`config.mk`:
```
export PLATFORM = sky130hd
export DESIGN_NAME = lpclk_ctrl
export DESIGN_NICKNAME = d
export VERILOG_FILES = /design/src/rtl/lpc_pkg.sv /design/src/rtl/lpc_cfg_reg.sv /design/src/rtl/lpc_mode_fsm.sv /design/src/rtl/lpc_resume_stat.sv /design/src/rtl/lpc_wdg_gate.sv /design/src/rtl/lpclk_ctrl.sv
export SDC_FILE = /design/constraint.sdc
export NUM_CORES = 1
export LEC_CHECK = 0
export BUFFER_PORTS_ARGS = -buffer_cell sky130_fd_sc_hd__buf_2
export CORE_MARGIN = 5
export CORE_UTILIZATION = 30
export CTS_CLUSTER_DIAMETER = 100
export DETAILED_ROUTE_END_ITERATION = 7
export SLEW_MARGIN = 20
export SYNTH_ARGS = -nofsm -noshare
export SYNTH_HDL_FRONTEND = slang
export SYNTH_SLANG_ARGS = --single-unit
```
`constraint.sdc`:
```
create_clock -name clk -period 1.2 [get_ports clk]
set_input_delay 0.06 -clock clk [delete_from_list [all_inputs] [get_ports clk]]
set_output_delay 0.06 -clock clk [all_outputs]
set_load 0.05 [all_outputs]
```
`src/rtl/lpc_pkg.sv`:
```
package lpc_pkg;

  typedef enum logic [1:0] {
    LP_RUN   = 2'd0,
    LP_SLEEP = 2'd1,
    LP_STOP  = 2'd2,
    LP_STBY  = 2'd3
  } lp_state_e;

  // configuration bit positions
  localparam int B_DSLEEP = 0;
  localparam int B_DSTOP  = 1;
  localparam int B_DSTBY  = 2;
  localparam int B_RSV_LO = 3;
  localparam int B_RSV_HI = 4;
  localparam int B_TRC_EN = 5;
  localparam int B_TRC_M  = 6;
  localparam int B_WDG0   = 8;

  function automatic logic [2:0] lanes_of(input logic en, input logic [1:0] mode);
    logic [2:0] one;
    one = 3'd1;
    if (!en || mode == 2'd0) return 3'd0;
    return one << (mode - 2'd1);
  endfunction

endpackage

```
`src/rtl/lpc_cfg_reg.sv`:
```
module lpc_cfg_reg #(
  parameter int W = 10,
  parameter logic [W-1:0] RSVD = '0
) (
  input  logic         clk,
  input  logic         rst_n,
  input  logic         we,
  input  logic [W-1:0] wdata,
  output logic [W-1:0] q
);

  always_ff @(posedge clk or negedge rst_n) begin
    if (!rst_n)  q <= '0;
    else if (we) q <= wdata & ~RSVD;
  end

  assert_cfg_hold_R2: assert property (@(posedge clk) disable iff (!rst_n)
    !we |=> $stable(q));

endmodule

```
`src/rtl/lpc_mode_fsm.sv`:
```
module lpc_mode_fsm
  import lpc_pkg::*;
(
  input  logic      clk,
  input  logic      rst_n,
  input  logic      sleep_req,
  input  logic      stop_req,
  input  logic      stby_req,
  input  logic      wake,
  input  logic      src_wr,
  input  logic      src_sys,
  output lp_state_e state,
  output logic      src_rc_q
);

  lp_state_e nxt;

  always_comb begin
    nxt = state;
    case (state)
      LP_RUN: begin
        if (stby_req)       nxt = LP_STBY;
        else if (stop_req)  nxt = LP_STOP;
        else if (sleep_req) nxt = LP_SLEEP;
      end
      default: if (wake) nxt = LP_RUN;
    endcase
  end

  always_ff @(posedge clk or negedge rst_n) begin
    if (!rst_n) state <= LP_RUN;
    else        state <= nxt;
  end

  always_ff @(posedge clk or negedge rst_n) begin
    if (!rst_n)
      src_rc_q <= 1'b1;
    else if ((state == LP_STOP || state == LP_STBY) && wake)
      src_rc_q <= 1'b1;
    else if (state == LP_RUN && src_wr)
      src_rc_q <= !src_sys;
  end

  assert_wake_to_run_R8: assert property (@(posedge clk) disable iff (!rst_n)
    (state != LP_RUN && wake) |=> state == LP_RUN);
  assert_lp_hold_R8: assert property (@(posedge clk) disable iff (!rst_n)
    (state != LP_RUN && !wake) |=> $stable(state));
  assert_stop_exit_rc_R5: assert property (@(posedge clk) disable iff (!rst_n)
    (state == LP_STOP && wake) |=> src_rc_q);
  assert_src_keep_R12: assert property (@(posedge clk) disable iff (!rst_n)
    (state != LP_RUN && !wake) |=> $stable(src_rc_q));

endmodule

```
`src/rtl/lpc_resume_stat.sv`:
```
module lpc_resume_stat (
  input  logic clk,
  input  logic rst_n,
  input  logic in_stby,
  input  logic wake,
  input  logic dbg_stby,
  input  logic clr,
  output logic flag,
  output logic exit_pulse
);

  logic cold_exit;
  assign cold_exit = in_stby && wake && !dbg_stby;

  always_ff @(posedge clk or negedge rst_n) begin
    if (!rst_n) begin
      flag       <= 1'b0;
      exit_pulse <= 1'b0;
    end else begin
      exit_pulse <= cold_exit;
      if (cold_exit) flag <= 1'b1;
      else if (clr)  flag <= 1'b0;
    end
  end

  assert_flag_hold_R11: assert property (@(posedge clk) disable iff (!rst_n)
    (flag && !clr) |=> flag);
  assert_set_wins_R11: assert property (@(posedge clk) disable iff (!rst_n)
    cold_exit |=> flag);
  assert_pulse_single_R6: assert property (@(posedge clk) disable iff (!rst_n)
    exit_pulse |=> !exit_pulse);

endmodule

```
`src/rtl/lpc_wdg_gate.sv`:
```
module lpc_wdg_gate #(
  parameter int N = 2
) (
  input  logic         clk,
  input  logic         rst_n,
  input  logic [N-1:0] frz,
  input  logic         halted,
  output logic [N-1:0] run
);

  for (genvar i = 0; i < N; i++) begin : g_wdg
    assign run[i] = !(frz[i] && halted);
  end

  assert_wdg_free_R9: assert property (@(posedge clk) disable iff (!rst_n)
    !halted |-> (&run));

endmodule

```
`src/rtl/lpclk_ctrl.sv`:
```
module lpclk_ctrl
  import lpc_pkg::*;
#(
  parameter int  NUM_WDG = 2,
  localparam int CFG_W   = B_WDG0 + NUM_WDG
) (
  input  logic               clk,
  input  logic               rst_n,
  input  logic               sleep_req,
  input  logic               stop_req,
  input  logic               stby_req,
  input  logic               wake,
  input  logic               core_halted,
  input  logic               cfg_we,
  input  logic [CFG_W-1:0]   cfg_wdata,
  output logic [CFG_W-1:0]   cfg_rdata,
  input  logic               src_wr,
  input  logic               src_sys,
  input  logic               resume_clr,
  output logic [1:0]         lp_state,
  output logic               hclk_en,
  output logic               fclk_en,
  output logic               src_rc,
  output logic               rst_req,
  output logic               resume_flag,
  output logic [NUM_WDG-1:0] wdg_run,
  output logic               trace_async,
  output logic [2:0]         trace_lanes
);

  localparam logic [CFG_W-1:0] RSVD_MASK =
    (CFG_W'(1) << B_RSV_LO) | (CFG_W'(1) << B_RSV_HI);

  logic [CFG_W-1:0] cfg_q;
  lp_state_e        state;
  logic             src_rc_q;
  logic             exit_pulse;

  lpc_cfg_reg #(.W(CFG_W), .RSVD(RSVD_MASK)) u_cfg (
    .clk(clk), .rst_n(rst_n), .we(cfg_we), .wdata(cfg_wdata), .q(cfg_q)
  );

  lpc_mode_fsm u_fsm (
    .clk(clk), .rst_n(rst_n), .sleep_req(sleep_req), .stop_req(stop_req),
    .stby_req(stby_req), .wake(wake), .src_wr(src_wr), .src_sys(src_sys),
    .state(state), .src_rc_q(src_rc_q)
  );

  lpc_resume_stat u_stat (
    .clk(clk), .rst_n(rst_n), .in_stby(state == LP_STBY), .wake(wake),
    .dbg_stby(cfg_q[B_DSTBY]), .clr(resume_clr), .flag(resume_flag),
    .exit_pulse(exit_pulse)
  );

  lpc_wdg_gate #(.N(NUM_WDG)) u_wdg (
    .clk(clk), .rst_n(rst_n), .frz(cfg_q[B_WDG0 +: NUM_WDG]),
    .halted(core_halted), .run(wdg_run)
  );

  always_comb begin
    hclk_en = 1'b1;
    fclk_en = 1'b1;
    src_rc  = src_rc_q;
    case (state)
      LP_SLEEP: hclk_en = cfg_q[B_DSLEEP];
      LP_STOP: begin
        hclk_en = cfg_q[B_DSTOP];
        fclk_en = cfg_q[B_DSTOP];
        src_rc  = 1'b1;
      end
      LP_STBY: begin
        hclk_en = cfg_q[B_DSTBY];
        fclk_en = cfg_q[B_DSTBY];
        src_rc  = 1'b1;
      end
      default: ;
    endcase
  end

  assign rst_req     = (state == LP_STBY && cfg_q[B_DSTBY]) || exit_pulse;
  assign lp_state    = state;
  assign cfg_rdata   = cfg_q;
  assign trace_async = cfg_q[B_TRC_EN] && (cfg_q[B_TRC_M +: 2] == 2'd0);
  assign trace_lanes = lanes_of(cfg_q[B_TRC_EN], cfg_q[B_TRC_M +: 2]);

  assert_sleep_fclk_R3: assert property (@(posedge clk) disable iff (!rst_n)
    (state == LP_SLEEP) |-> fclk_en);
  assert_stop_gate_R4: assert property (@(posedge clk) disable iff (!rst_n)
    (state == LP_STOP && !cfg_q[B_DSTOP]) |-> (!hclk_en && !fclk_en));
  assert_stby_rst_R7: assert property (@(posedge clk) disable iff (!rst_n)
    (state == LP_STBY && cfg_q[B_DSTBY]) |-> rst_req);
  assert_rsvd_read_R2: assert property (@(posedge clk) disable iff (!rst_n)
    cfg_rdata[B_RSV_HI:B_RSV_LO] == 2'b00);

endmodule

```
# == Word level (Yosys, flattened, before mapping) ==
# Cells that the tools add are included.
# classes
n_eq_ne,4
add_sub_neg,1
mux,15
shift,1
n_reduce_logical,23
# ops
op,n
2-to-1 mux 2 bit,5
logical AND 1 bit,8
2-to-1 mux 1 bit,6
2-to-1 mux 3 bit,2
nonzero test 2 bit,3
zero test 1 bit,5
"== test 2 bit, second input constant",2
zero test 2 bit,2
"!= test 4 bit, second input constant",1
logical OR 1 bit,3
one-hot mux 1 bit (3 select lines),1
"left shift 1 x 2 -> 3 bit, first input constant",1
"== test 2 x 1 -> 1 bit, second input constant",1
one-hot mux 1 bit (2 select lines),1
AND reduction 2 bit,1
OR reduction 2 bit,1
"subtractor 2 x 1 -> 2 bit, second input constant",1
# totals
register_bits,13
word_cells,49
input_bits,21
output_inout_bits,23

# == Logic depth before layout (Yosys ltp) ==
# Gate-level depths: netlist (run 1).
# logic_depth
word_depth,4
depth_mapped,4
mapped_depth_nobuf,3

# == Hierarchy ==
# A second synthesis (run 1) with hierarchy kept.
# unflattened
hier_cells,54
hier_area_um2,669.4
# by_module_without_submodules
mod,n_inst,cells_per_inst,area_per_inst_um2
lpc_cfg_reg,1,20,350.3
lpc_mode_fsm,1,14,153.9
lpc_resume_stat,1,6,78.8
lpclk_ctrl,1,12,78.8
lpc_wdg_gate,1,2,7.5

# == Least setup slack after synthesis (run 1) ==
# Ideal clock, no wire load.
# synth_path
path_type,reg-to-output
from,register u_cfg.q[5]
to,output trace_async
stages_incl_launch_ff,2
n_path_buf,0
required_ns,1.140
t_arrival_ns,1.879
path_slack_ns,-0.739
cell_sequence,dfrtp_1 -> nor3b_1
# synth_between
elab_chain_cells,1
# synth_rtl
item,line_no,text
"start, declared",lpc_cfg_reg.sv:9,output logic [W-1:0] q
"start signal, assigned",lpc_cfg_reg.sv:14,else if (we) q <= wdata & ~RSVD;
logical AND 1 bit,lpclk_ctrl.sv:83,assign trace_async = cfg_q[B_TRC_EN] && (cfg_q[B_TRC_M +: 2] == 2'd0);
"end, declared",lpclk_ctrl.sv:27,"output logic trace_async,"
# No other way between the ends.

# == Worst setup path after layout (run 1) ==
# layout_path
from,register u_fsm.state[1]
to,output hclk_en
# layout_between
elab_chain_cells,2
# layout_rtl
item,line_no,text
"start, declared",lpc_mode_fsm.sv:12,"output lp_state_e state,"
"start signal, assigned",lpc_mode_fsm.sv:32,else state <= nxt;
== test 2 bit / == test 2 x 1 -> 1 bit (equally long branches),lpclk_ctrl.sv:64,case (state)
one-hot mux 1 bit (3 select lines) (*),lpclk_ctrl.sv:64,
"end, declared",lpclk_ctrl.sv:21,"output logic hclk_en,"
# Mark *: on every way between the ends. The rest lies on a longest branch, timed or not.

==> qor.csv, run 1 <==
stage,metric,value,unit
status,status,"finished, violations left",
status,failing checks,setup timing,
job,MaxCap Viol Count,0,
setup_path,Setup Crit Path Kind,flip-flop to output port,
clock_network,clock latency on the worst-skew pair,0.27,ns
setup_path,Worst Setup Start Kind,flip-flop,
yosys,"area leader, netlist",dfrtp_1,
yosys,register bit total from synthesis,13,
final_layout,P&R area growth vs syn,56.21,%
sta,Pins Over Slew Limit,0,
place,Placed Cells,119,
global_routing,gr ovfl total,0,
drt,DR vias,558,
drt,WL final,1487,um
yosys,Synth Cell Area,654.4,um2
clock_network,clk buf depth,2,
global_routing,largest net degree at the start of global routing,14,
final_layout,"commonest cells after routing, fill and taps aside","30 x buf_2, 8 x mux2_2, 8 x buf_6, 7 x dfrtp_1",
clock_network,clock transition at the registers of the reported paths,0.07,ns
drt,Pre-Repair DR Iteration Count,2,
final_layout,post-layout net count,122,
sta,min setup slack post-route,-0.09235,ns
sta,Final Setup Violations,4,
die,Die X,56.71,um
sta,unrepaired setup endpoints after global routing,yes,
global_routing,All-Layer GR Usage,0.09919,
final_layout,post-route core utilization,0.4758,
pwr,Static Leak,0.5164,nW
drt,Avg WL per Cell,11.62,um
die,row cnt,17,
setup_path,Crit. End Element,output port,
die,total die area,0.003215,mm2
final_layout,share of cells above drive strength 1,0.7300,
yosys,ys async rst share,1.000,
yosys,Post-synth EDFFs,0,
drt,vias per cell,4.359,
pwr,clock share of power,0.120,
yosys,post-synthesis sequential area ratio,0.4990,
global_routing,vias in the first global route,586,
pwr,VDD IR max,0.8069,mV
drt,DRC viols,0,
pwr,Switching Share,0.4562,
yosys,Synth top area share,0.4589,
sta,crit path time final,1.292,ns
global_routing,global-route track usage on met2,0.1617,
clock_network,CTS tree,done,
pwr,sw power,0.0009870,W
global_routing,Top Usage Layer GRT,met2,
setup_path,R2R setup slack,0.10,ns
yosys,top post-synthesis cells by area,"dfrtp_1 46%, mux2_2 14%, mux2i_1 4.6%",
global_routing,met3 GRT Util,0.03678,
sta,Worst Skew,0.001698,ns
place,Final Wtd Congestion,0.7698,
clock_network,htree depth,1,
yosys,synth warn,0,
final_layout,fin cells,128,
clock_network,clock sinks,13,
place,number of port buffers,39,
clock_network,CTS Buf Count,3,
min_path,HP Class,input pin to flip-flop,
sta,setup TNS,-0.3066,ns
global_routing,met1 GRT Util,0.1161,
final_layout,antenna cells,0,
die,core footprint,0.002148,mm2
yosys,Unique masters post-synth,24,
yosys,Post-Synthesis Cells,56,
sta,f_max,0.7738,GHz
die,Initial Util,0.3046,
sta,final cycle utilization of the critical path,1.077,
setup_path,"Req. time, crit path",1.14,ns
pwr,Seq pwr share,0.306,
pwr,combinational group share of total power,0.574,
drt,post-route antenna net violation count,0,
yosys,Main synth FF type,dfrtp_1,
die,die extent in y,56.71,um
setup_path,WP data arrival,1.23,ns
place,HPWL Detailed,1157,um
die,I/O pin cnt,44,
pwr,Int Pwr,0.001177,W
setup_path,CP Max Fanout,8,
sta,"Hold Vio Cnt, Final",0,
global_routing,initial antenna violation count,0,
global_routing,first-pass GRT wire length,2553,um
drt,Detailed Route Iter0 Violations,10,
yosys,syn avg cell area,11.69,um2
pwr,power density over the cells,2117,mW/mm2
clock_network,clk root buf,clkbuf_4,
final_layout,"commonest non-fill, non-tap cell in the layout",buf_2,
worst max-delay path, cell delays in order, from the launching register on:
cell	delay (ns)
dfrtp_2	0.46
mux2i_2	0.18
a21oi_4	0.15
buf_6	0.17
metal layers:
layer	wire [um]	share of wire	up-vias
li1	-	-	276
met1	590	0.40	256
met2	752	0.51	26
met3	144	0.097	0
met4	0	0	0
met5	0	0	-
cells by family (layout without fill, tap and decap cells):
kind of cell | count (synthesis) | count (layout) | share of synthesized area
DFF | 13 | 13 | 0.4991
muxes | 11 | 11 | 0.1836
and+or+nand+nor | 15 | 15 | 0.1491
AOI/OAI and AO/OA | 7 | 7 | 0.07840
buffers and inverters | 9 | 52 | 0.08413
other | 1 | 2 | 0.005731
flip-flops by register name (all words and copies together), names as in the netlist:
name,count
u_cfg.q,8
u_fsm.state,2
u_stat.flag,1
u_fsm.src_rc_q,1
u_stat.exit_pulse,1
Yosys cell counts, drive strengths merged (2+ instances only):
cell type,count
o31ai,2
mux2i,3
mux2,8
nand2b,2
inv,3
nor3b,2
dfrtp,12
a21oi,2
nor2,2
buf,6
nand2,4
stage by stage:
stage / area, um2 / total power (W) / hold slack [ns] / setup WS, ns
after floorplan: 703.2 / 0.001528 / -0.2356 / -0.04022
after global routing: 1022 / 0.002285 / 0.007816 / -0.1559
after detailed placement: 890.9 / 0.001694 / -0.03941 / 0.07476
after global placement: 890.9 / 0.001683 / -0.03880 / 0.09603
final: 1022 / 0.002164 / 0.01708 / -0.09235
after CTS: 1002 / 0.002159 / 0.006527 / -0.09633
cell type report:
type,count,area (um2)
well taps,28,35.03
clock buffers,4,26.28
fillers,220,1126
flip-flops and latches,13,332.8
repair buffers,45,295.3
inverters,3,11.26
multi-input cells,35,321.6
worst paths after layout:
path / end / depth (start not counted) / start
max in group asynchronous: u_fsm.src_rc_q / 2 / rst_n
worst min-delay path: u_cfg.q[9] / 2 / cfg_wdata[9]
worst max register to register: u_stat.flag / 3 / u_fsm.state[1]
worst max-delay path: hclk_en / 3 / u_fsm.state[1]
worst min register to register: u_stat.flag / 1 / u_stat.flag
min in group asynchronous: u_cfg.q[2] / 2 / rst_n
repair_timing:
action / 4_1_cts / 5_1_grt
hold buffers: 1 / 0
pin swaps: 1 / 1
setup endpoints to repair: 7 / 9
resized for setup: 16 / 5
gates cloned: 0 / 0
endpoints found under the hold margin: 13 / 0
buffers inserted: 3 / 1
power by group through the flow:
| stage | registers, W | logic (W) | clock network [W] |
|---|---|---|---|
| after floorplan | 0.000845 | 0.000683 | 0 |
| after global placement | 0.000676 | 0.00101 | 0 |
| after detailed placement | 0.000681 | 0.00101 | 0 |
| after CTS | 0.000662 | 0.00122 | 0.000280 |
| after global routing | 0.000682 | 0.00131 | 0.000296 |
| final | 0.000662 | 0.00124 | 0.000260 |
No activity file was read; power rests on OpenSTA's default activity.
==> run 2, diff against run 1 <==
CTS_BUF_LIST = sky130_fd_sc_hd__clkbuf_8   (was unset)
==> run 2 against run 1 <==
Net effect: the run still ends with setup timing left; cell count did not move; non-clock buffer count did not move; via count fell by 0.72%; first-iteration DRC count fell by 60%; worst hold slack improved by 0.031 ns; clock-buffer cell count fell by 1; sequential power barely moved; setup slack improved by 0.036 ns; design area rose by 0.49%; sequential share of layout area fell by 0.16 points; largest cell class unchanged.
==> qor.csv, run 2 (synthesis gave the netlist of run 1 again) <==
stage,metric,value,unit,change
clock_network,clk root buf,clkbuf_8,,
final_layout,max reg flops,8,,unchanged
die,row cnt,17,,unchanged
drt,vias per cell,4.328,,-0.72%
setup_path,Worst Setup Start Kind,flip-flop,,
min_path,HP Class,input pin to flip-flop,,
global_routing,All-Layer GR Usage,0.1001,,+0.0009492
sta,unrepaired setup endpoints after global routing,yes,,
sta,Final Setup Violations,4,,unchanged
die,die extent in y,56.71,um,unchanged
setup_path,"Req. time, crit path",1.14,ns,about the same
job,MaxCap Viol Count,0,,unchanged
global_routing,initial antenna violation count,0,,unchanged
die,core footprint,0.002148,mm2,unchanged
sta,final cycle utilization of the critical path,1.047,,-0.03023
final_layout,"commonest non-fill, non-tap cell in the layout",buf_2,,
drt,Avg WL per Cell,11.66,um,+0.40%
global_routing,gr ovfl total,0,,unchanged
min_path,Hold Crit Depth,2,,unchanged
global_routing,first-pass GRT wire length,2553,um,unchanged
min_path,hold endpoint,u_cfg.q[9],,
place,HPWL Detailed,1157,um,unchanged
sta,f_max,0.7961,GHz,+2.9%
setup_path,Crit. End Element,output port,,
clock_network,CTS tree,done,,
place,Final Wtd Congestion,0.7698,,unchanged
setup_path,CP Max Fanout,8,,unchanged
sta,crit path time final,1.256,ns,-0.03628 ns
clock_network,clock transition at the registers of the reported paths,0.05,ns,-0.02 ns
status,status,"finished, violations left",,
drt,post-route antenna net violation count,0,,unchanged
setup_path,R2R Path End,u_stat.flag,,
final_layout,share of cells above drive strength 1,0.7300,,unchanged
die,Initial Util,0.3046,,unchanged
clock_network,clock latency on the worst-skew pair,0.24,ns,-0.03 ns
setup_path,Critical R2R Launch,u_fsm.state[1],,
final_layout,P&R area growth vs syn,56.98,%,
sta,min setup slack post-route,-0.05608,ns,+0.03628 ns
die,Die X,56.71,um,unchanged
final_layout,post-layout net count,122,,unchanged
status,failing checks,setup timing,,
drt,Detailed Route Iter0 Violations,4,,-6
pwr,Final Total Pwr,0.002264,W,+4.6%
sta,Worst Skew,0.002947,ns,+0.001249 ns
pwr,power density over the cells,2204,mW/mm2,+4.1%
global_routing,largest net degree at the start of global routing,14,,unchanged
min_path,HP Start,cfg_wdata[9],,
global_routing,vias in the first global route,584,,-0.34%
sta,setup TNS,-0.1601,ns,+0.1465 ns
final_layout,antenna cells,0,,unchanged
clock_network,clock sinks,13,,unchanged
clock_network,clk buf depth,2,,unchanged
setup_path,WP data arrival,1.20,ns,-0.03 ns
setup_path,worst reg2reg path depth,3,,unchanged
final_layout,Reg with most FFs,u_cfg.q,,
pwr,VDD IR max,0.8020,mV,-0.61%
drt,Pre-Repair DR Iteration Count,2,,unchanged
die,total die area,0.003215,mm2,unchanged
clock_network,htree depth,1,,unchanged
drt,DR vias,554,,-0.72%
pwr,Static Leak,0.5267,nW,+2.0%
die,I/O pin cnt,44,,unchanged
place,number of port buffers,39,,unchanged
sta,Pins Over Slew Limit,0,,unchanged
final_layout,Largest regs,"u_cfg.q: 8 flops, u_fsm.state: 2 flops",,
drt,DRC viols,0,,unchanged
clock_network,CTS Buf Count,3,,unchanged
setup_path,R2R setup slack,0.11,ns,about the same
final_layout,"commonest cells after routing, fill and taps aside","31 x buf_2, 8 x mux2_2, 7 x dfrtp_1, 6 x buf_6, 6 x buf_4",,
drt,WL final,1493,um,+0.40%
setup_path,Setup Crit Path Kind,flip-flop to output port,,
sta,"Hold Vio Cnt, Final",0,,unchanged
## run 2: cell type report
class / count / area [um2]
clock buffers: 3 / 41.29
clock inverters: 1 / 3.754
well taps: 28 / 35.03
flip-flops and latches: 13 / 332.8
inverters: 3 / 11.26
repair buffers: 45 / 285.3
fillers: 218 / 1121
multi-input cells: 35 / 317.8
## run 2: critical path, stage by stage, from the launching register on
cell and delay, ns:
dfrtp_2 0.45, mux2i_2 0.18, a21oi_4 0.15, buf_6 0.17
## run 2: through the flow
stage	hold slack [ns]	setup slack, ns	utilization	area [um2]	instances
after floorplan	-0.2356	-0.04022	-	703.2	57
after global placement	-0.03880	0.09603	0.4147	890.9	119
after detailed placement	-0.03941	0.07476	0.4147	890.9	119
after CTS	0.04234	-0.05408	0.4706	1011	127
after global routing	0.05013	-0.1097	0.4782	1027	128
final	0.04793	-0.05608	0.4782	1027	128
## run 2: power breakdown
group          switching, W  total (W)  internal (W)
registers          0.000116   0.000663      0.000546
logic              0.000736    0.00123      0.000490
clock network      0.000149   0.000375      0.000225
total               0.00100    0.00226       0.00126
## run 2: repair_timing
action / 4_1_cts / 5_1_grt
pin swaps: 1 / 1
hold endpoints to repair: 13 / 0
hold buffers: 1 / 0
buffers inserted: 3 / 1
gates resized for setup: 13 / 4
setup endpoints to repair: 6 / 7
## run 2: worst max path at each step
stage,startpoint,endpoint,slack [ns]
CTS,u_fsm.state[0],fclk_en,-0.05
floorplan,u_fsm.state[1],hclk_en,-0.04
global route,u_fsm.state[1],hclk_en,-0.11
detailed placement,u_fsm.state[1],hclk_en,0.07
finish,u_fsm.state[1],hclk_en,-0.06
global placement,u_fsm.state[0],u_fsm.src_rc_q,0.1
## run 2: routing by layer
metal	share of wire	up-vias	global-route usage
met5	0	-	0
met4	0.0094	0	0.05085
met3	0.098	2	0.03678
met2	0.48	26	0.1601
met1	0.41	252	0.1161
li1	-	274	-
==> run 3, diff against run 2 <==
SKIP_CTS_REPAIR_TIMING = 1   (was unset)
==> run 3 against run 2 <==
Net effect: the flow still finishes with violations (setup timing); register-to-register slack hardly changed; via count is 1.4% higher; non-clock buffer count stayed put; combinational power hardly changed; clock-buffer cell count stayed put; critical endpoint is now fclk_en; highest routed layer unchanged.
==> qor.csv, run 3 (synthesis gave the netlist of run 1 again) <==
stage,metric,value,unit,change
status,status,"finished, violations left",,
status,failing checks,setup timing,,
sta,min setup slack post-route,-0.04537,ns,+0.01071 ns
setup_path,"Slowest-stage cell, CP",dfrtp_2,,
drt,DR vias,562,,+1.4%
final_layout,Largest regs,"u_cfg.q: 8 flops, u_fsm.state: 2 flops",,
setup_path,CP most frequent cell,buf_6,,
setup_path,Worst Setup Start Kind,flip-flop,,
global_routing,initial antenna violation count,0,,unchanged
setup_path,Crit. End Element,output port,,
setup_path,critical-path cell list,buf_6 > mux2i_1 > nand2_1 > buf_6,,
die,Initial Util,0.3046,,unchanged
die,die extent in y,56.71,um,unchanged
die,core footprint,0.002148,mm2,unchanged
min_path,HP Class,input pin to flip-flop,,
clock_network,CTS tree,done,,
clock_network,clk root buf,clkbuf_8,,
drt,Avg WL per Cell,11.75,um,+0.74%
pwr,power density over the cells,2195,mW/mm2,-0.41%
place,"worst slack, placed",0.07476,ns,unchanged
final_layout,fill count,220,,+0.92%
final_layout,share of cells above drive strength 1,0.7300,,unchanged
die,Die X,56.71,um,unchanged
place,placed cell area,890.9,um2,unchanged
final_layout,"commonest cells after routing, fill and taps aside","31 x buf_2, 8 x mux2_2, 7 x dfrtp_1, 6 x buf_4",,
drt,post-route antenna net violation count,0,,unchanged
die,total die area,0.003215,mm2,unchanged
drt,vias per cell,4.391,,+1.4%
sta,Worst Skew,0.002177,ns,-0.0007706 ns
final_layout,max reg flops,8,,unchanged
clock_network,htree depth,1,,unchanged
clock_network,clock latency on the worst-skew pair,0.24,ns,about the same
global_routing,first-pass GRT wire length,2456,um,-3.8%
die,row cnt,17,,unchanged
drt,WL final,1504,um,+0.74%
final_layout,post-route core utilization,0.4752,,-0.002912
final_layout,P&R area growth vs syn,56.02,%,
setup_path,"slowest stage delay, CP",0.41,ns,-0.04 ns
sta,final cycle utilization of the critical path,1.038,,-0.008926
clock_network,clk buf depth,2,,unchanged
drt,Detailed Route Iter0 Violations,9,,+5
place,HPWL Detailed,1157,um,unchanged
sta,crit path time final,1.245,ns,-0.01071 ns
drt,Top Layer Used,met4,,
clock_network,clock transition at the registers of the reported paths,0.05,ns,about the same
clock_network,clock sinks,13,,unchanged
place,number of port buffers,39,,unchanged
final_layout,fin cells,128,,unchanged
sta,Pins Over Slew Limit,0,,unchanged
sta,Final Setup Violations,4,,unchanged
sta,unrepaired setup endpoints after global routing,yes,,
final_layout,"commonest non-fill, non-tap cell in the layout",buf_2,,
sta,"Hold Vio Cnt, Final",0,,unchanged
clock_network,CTS Buf Count,3,,unchanged
setup_path,WP data arrival,1.19,ns,about the same
job,MaxCap Viol Count,0,,unchanged
global_routing,All-Layer GR Usage,0.09677,,-0.003368
final_layout,antenna cells,0,,unchanged
global_routing,gr ovfl total,0,,unchanged
final_layout,Final Cell Area,0.001021,mm2,-0.61%
place,Final Wtd Congestion,0.7698,,unchanged
pwr,Final Total Pwr,0.002241,W,-1.0%
setup_path,CP Max Fanout,5,,-3
place,Placed Cells,119,,unchanged
pwr,VDD IR max,0.8071,mV,+0.64%
final_layout,Reg with most FFs,u_cfg.q,,
setup_path,"CP delay by family, top",flip-flops,,
setup_path,worst path bufs/invs,2,,+1
setup_path,"Req. time, crit path",1.14,ns,about the same
sta,f_max,0.8030,GHz,+0.86%
drt,met3 WL,148,um,+0.68%
drt,DRC viols,0,,unchanged
drt,metal2 WL,722,um,+0.42%
min_path,Hold Crit Depth,2,,unchanged
die,I/O pin cnt,44,,unchanged
drt,WL met1,618,um,+1.1%
global_routing,vias in the first global route,564,,-3.4%
pwr,Static Leak,0.5245,nW,-0.42%
setup_path,Stages on worst setup path,4,,+1
setup_path,Setup Crit Path Kind,flip-flop to output port,,
drt,Pre-Repair DR Iteration Count,3,,+1
global_routing,largest net degree at the start of global routing,14,,unchanged
final_layout,post-layout net count,122,,unchanged
setup_path,worst reg2reg path depth,3,,unchanged
[run 3: cell types whose count changed in the layout (fill, tap and decap cells not counted)]
cell,delta
clkbuf_2,+1
buf_6,-1
[run 3: path summary, 6_finish.rpt]
| kind | start | endpoint | slack [ns] |
|---|---|---|---|
| min | cfg_wdata[9] | u_cfg.q[9] | 0.05 |
| max in group asynchronous | rst_n | u_fsm.src_rc_q | 0.67 |
| min reg2reg | u_stat.flag | u_stat.flag | 0.47 |
| min in group asynchronous | rst_n | u_cfg.q[2] | 0.25 |
| max reg2reg | u_fsm.state[0] | u_stat.flag | 0.12 |
| max | u_fsm.state[0] | fclk_en | -0.05 |
[run 3: layout make-up]
cell class / instances / area [um2] / share of cell area
Multi-Input combinational cell: 35 / 317.8 / 0.3113
Sequential cell: 13 / 332.8 / 0.3260
Clock inverter: 1 / 3.754 / 0.003676
Clock buffer: 3 / 41.29 / 0.04044
Inverter: 3 / 11.26 / 0.01103
Tap cell: 28 / 35.03 / 0.03431
Timing Repair Buffer: 45 / 279.0 / 0.2733
[run 3: worst reg2reg max path: stages (launching register included)]
cell and delay (ns):
dfrtp_2 0.44, buf_4 0.15, and4b_2 0.24, a21o_1 0.15
[run 3: where the power goes]
part	switching (W)	internal, W
Sequential	0.000108	0.000546
Combinational	0.000744	0.000470
Clock	0.000147	0.000225
Total	0.000999	0.00124
[run 3: metal layers]
| layer | up-vias | GRT usage |
|---|---|---|
| met5 | - | 0 |
| met3 | 2 | 0.03678 |
| met4 | 0 | 0.05085 |
| met1 | 257 | 0.1187 |
| li1 | 277 | - |
| met2 | 26 | 0.1452 |
[run 3: through the flow]
step                TNS [ns]  hold slack (ns)
finish               -0.1238          0.04932
global route         -0.3168          0.05013
CTS                  -0.5592          -0.3028
detailed placement         0         -0.03941
global placement           0         -0.03880
floorplan           -0.06104          -0.2356
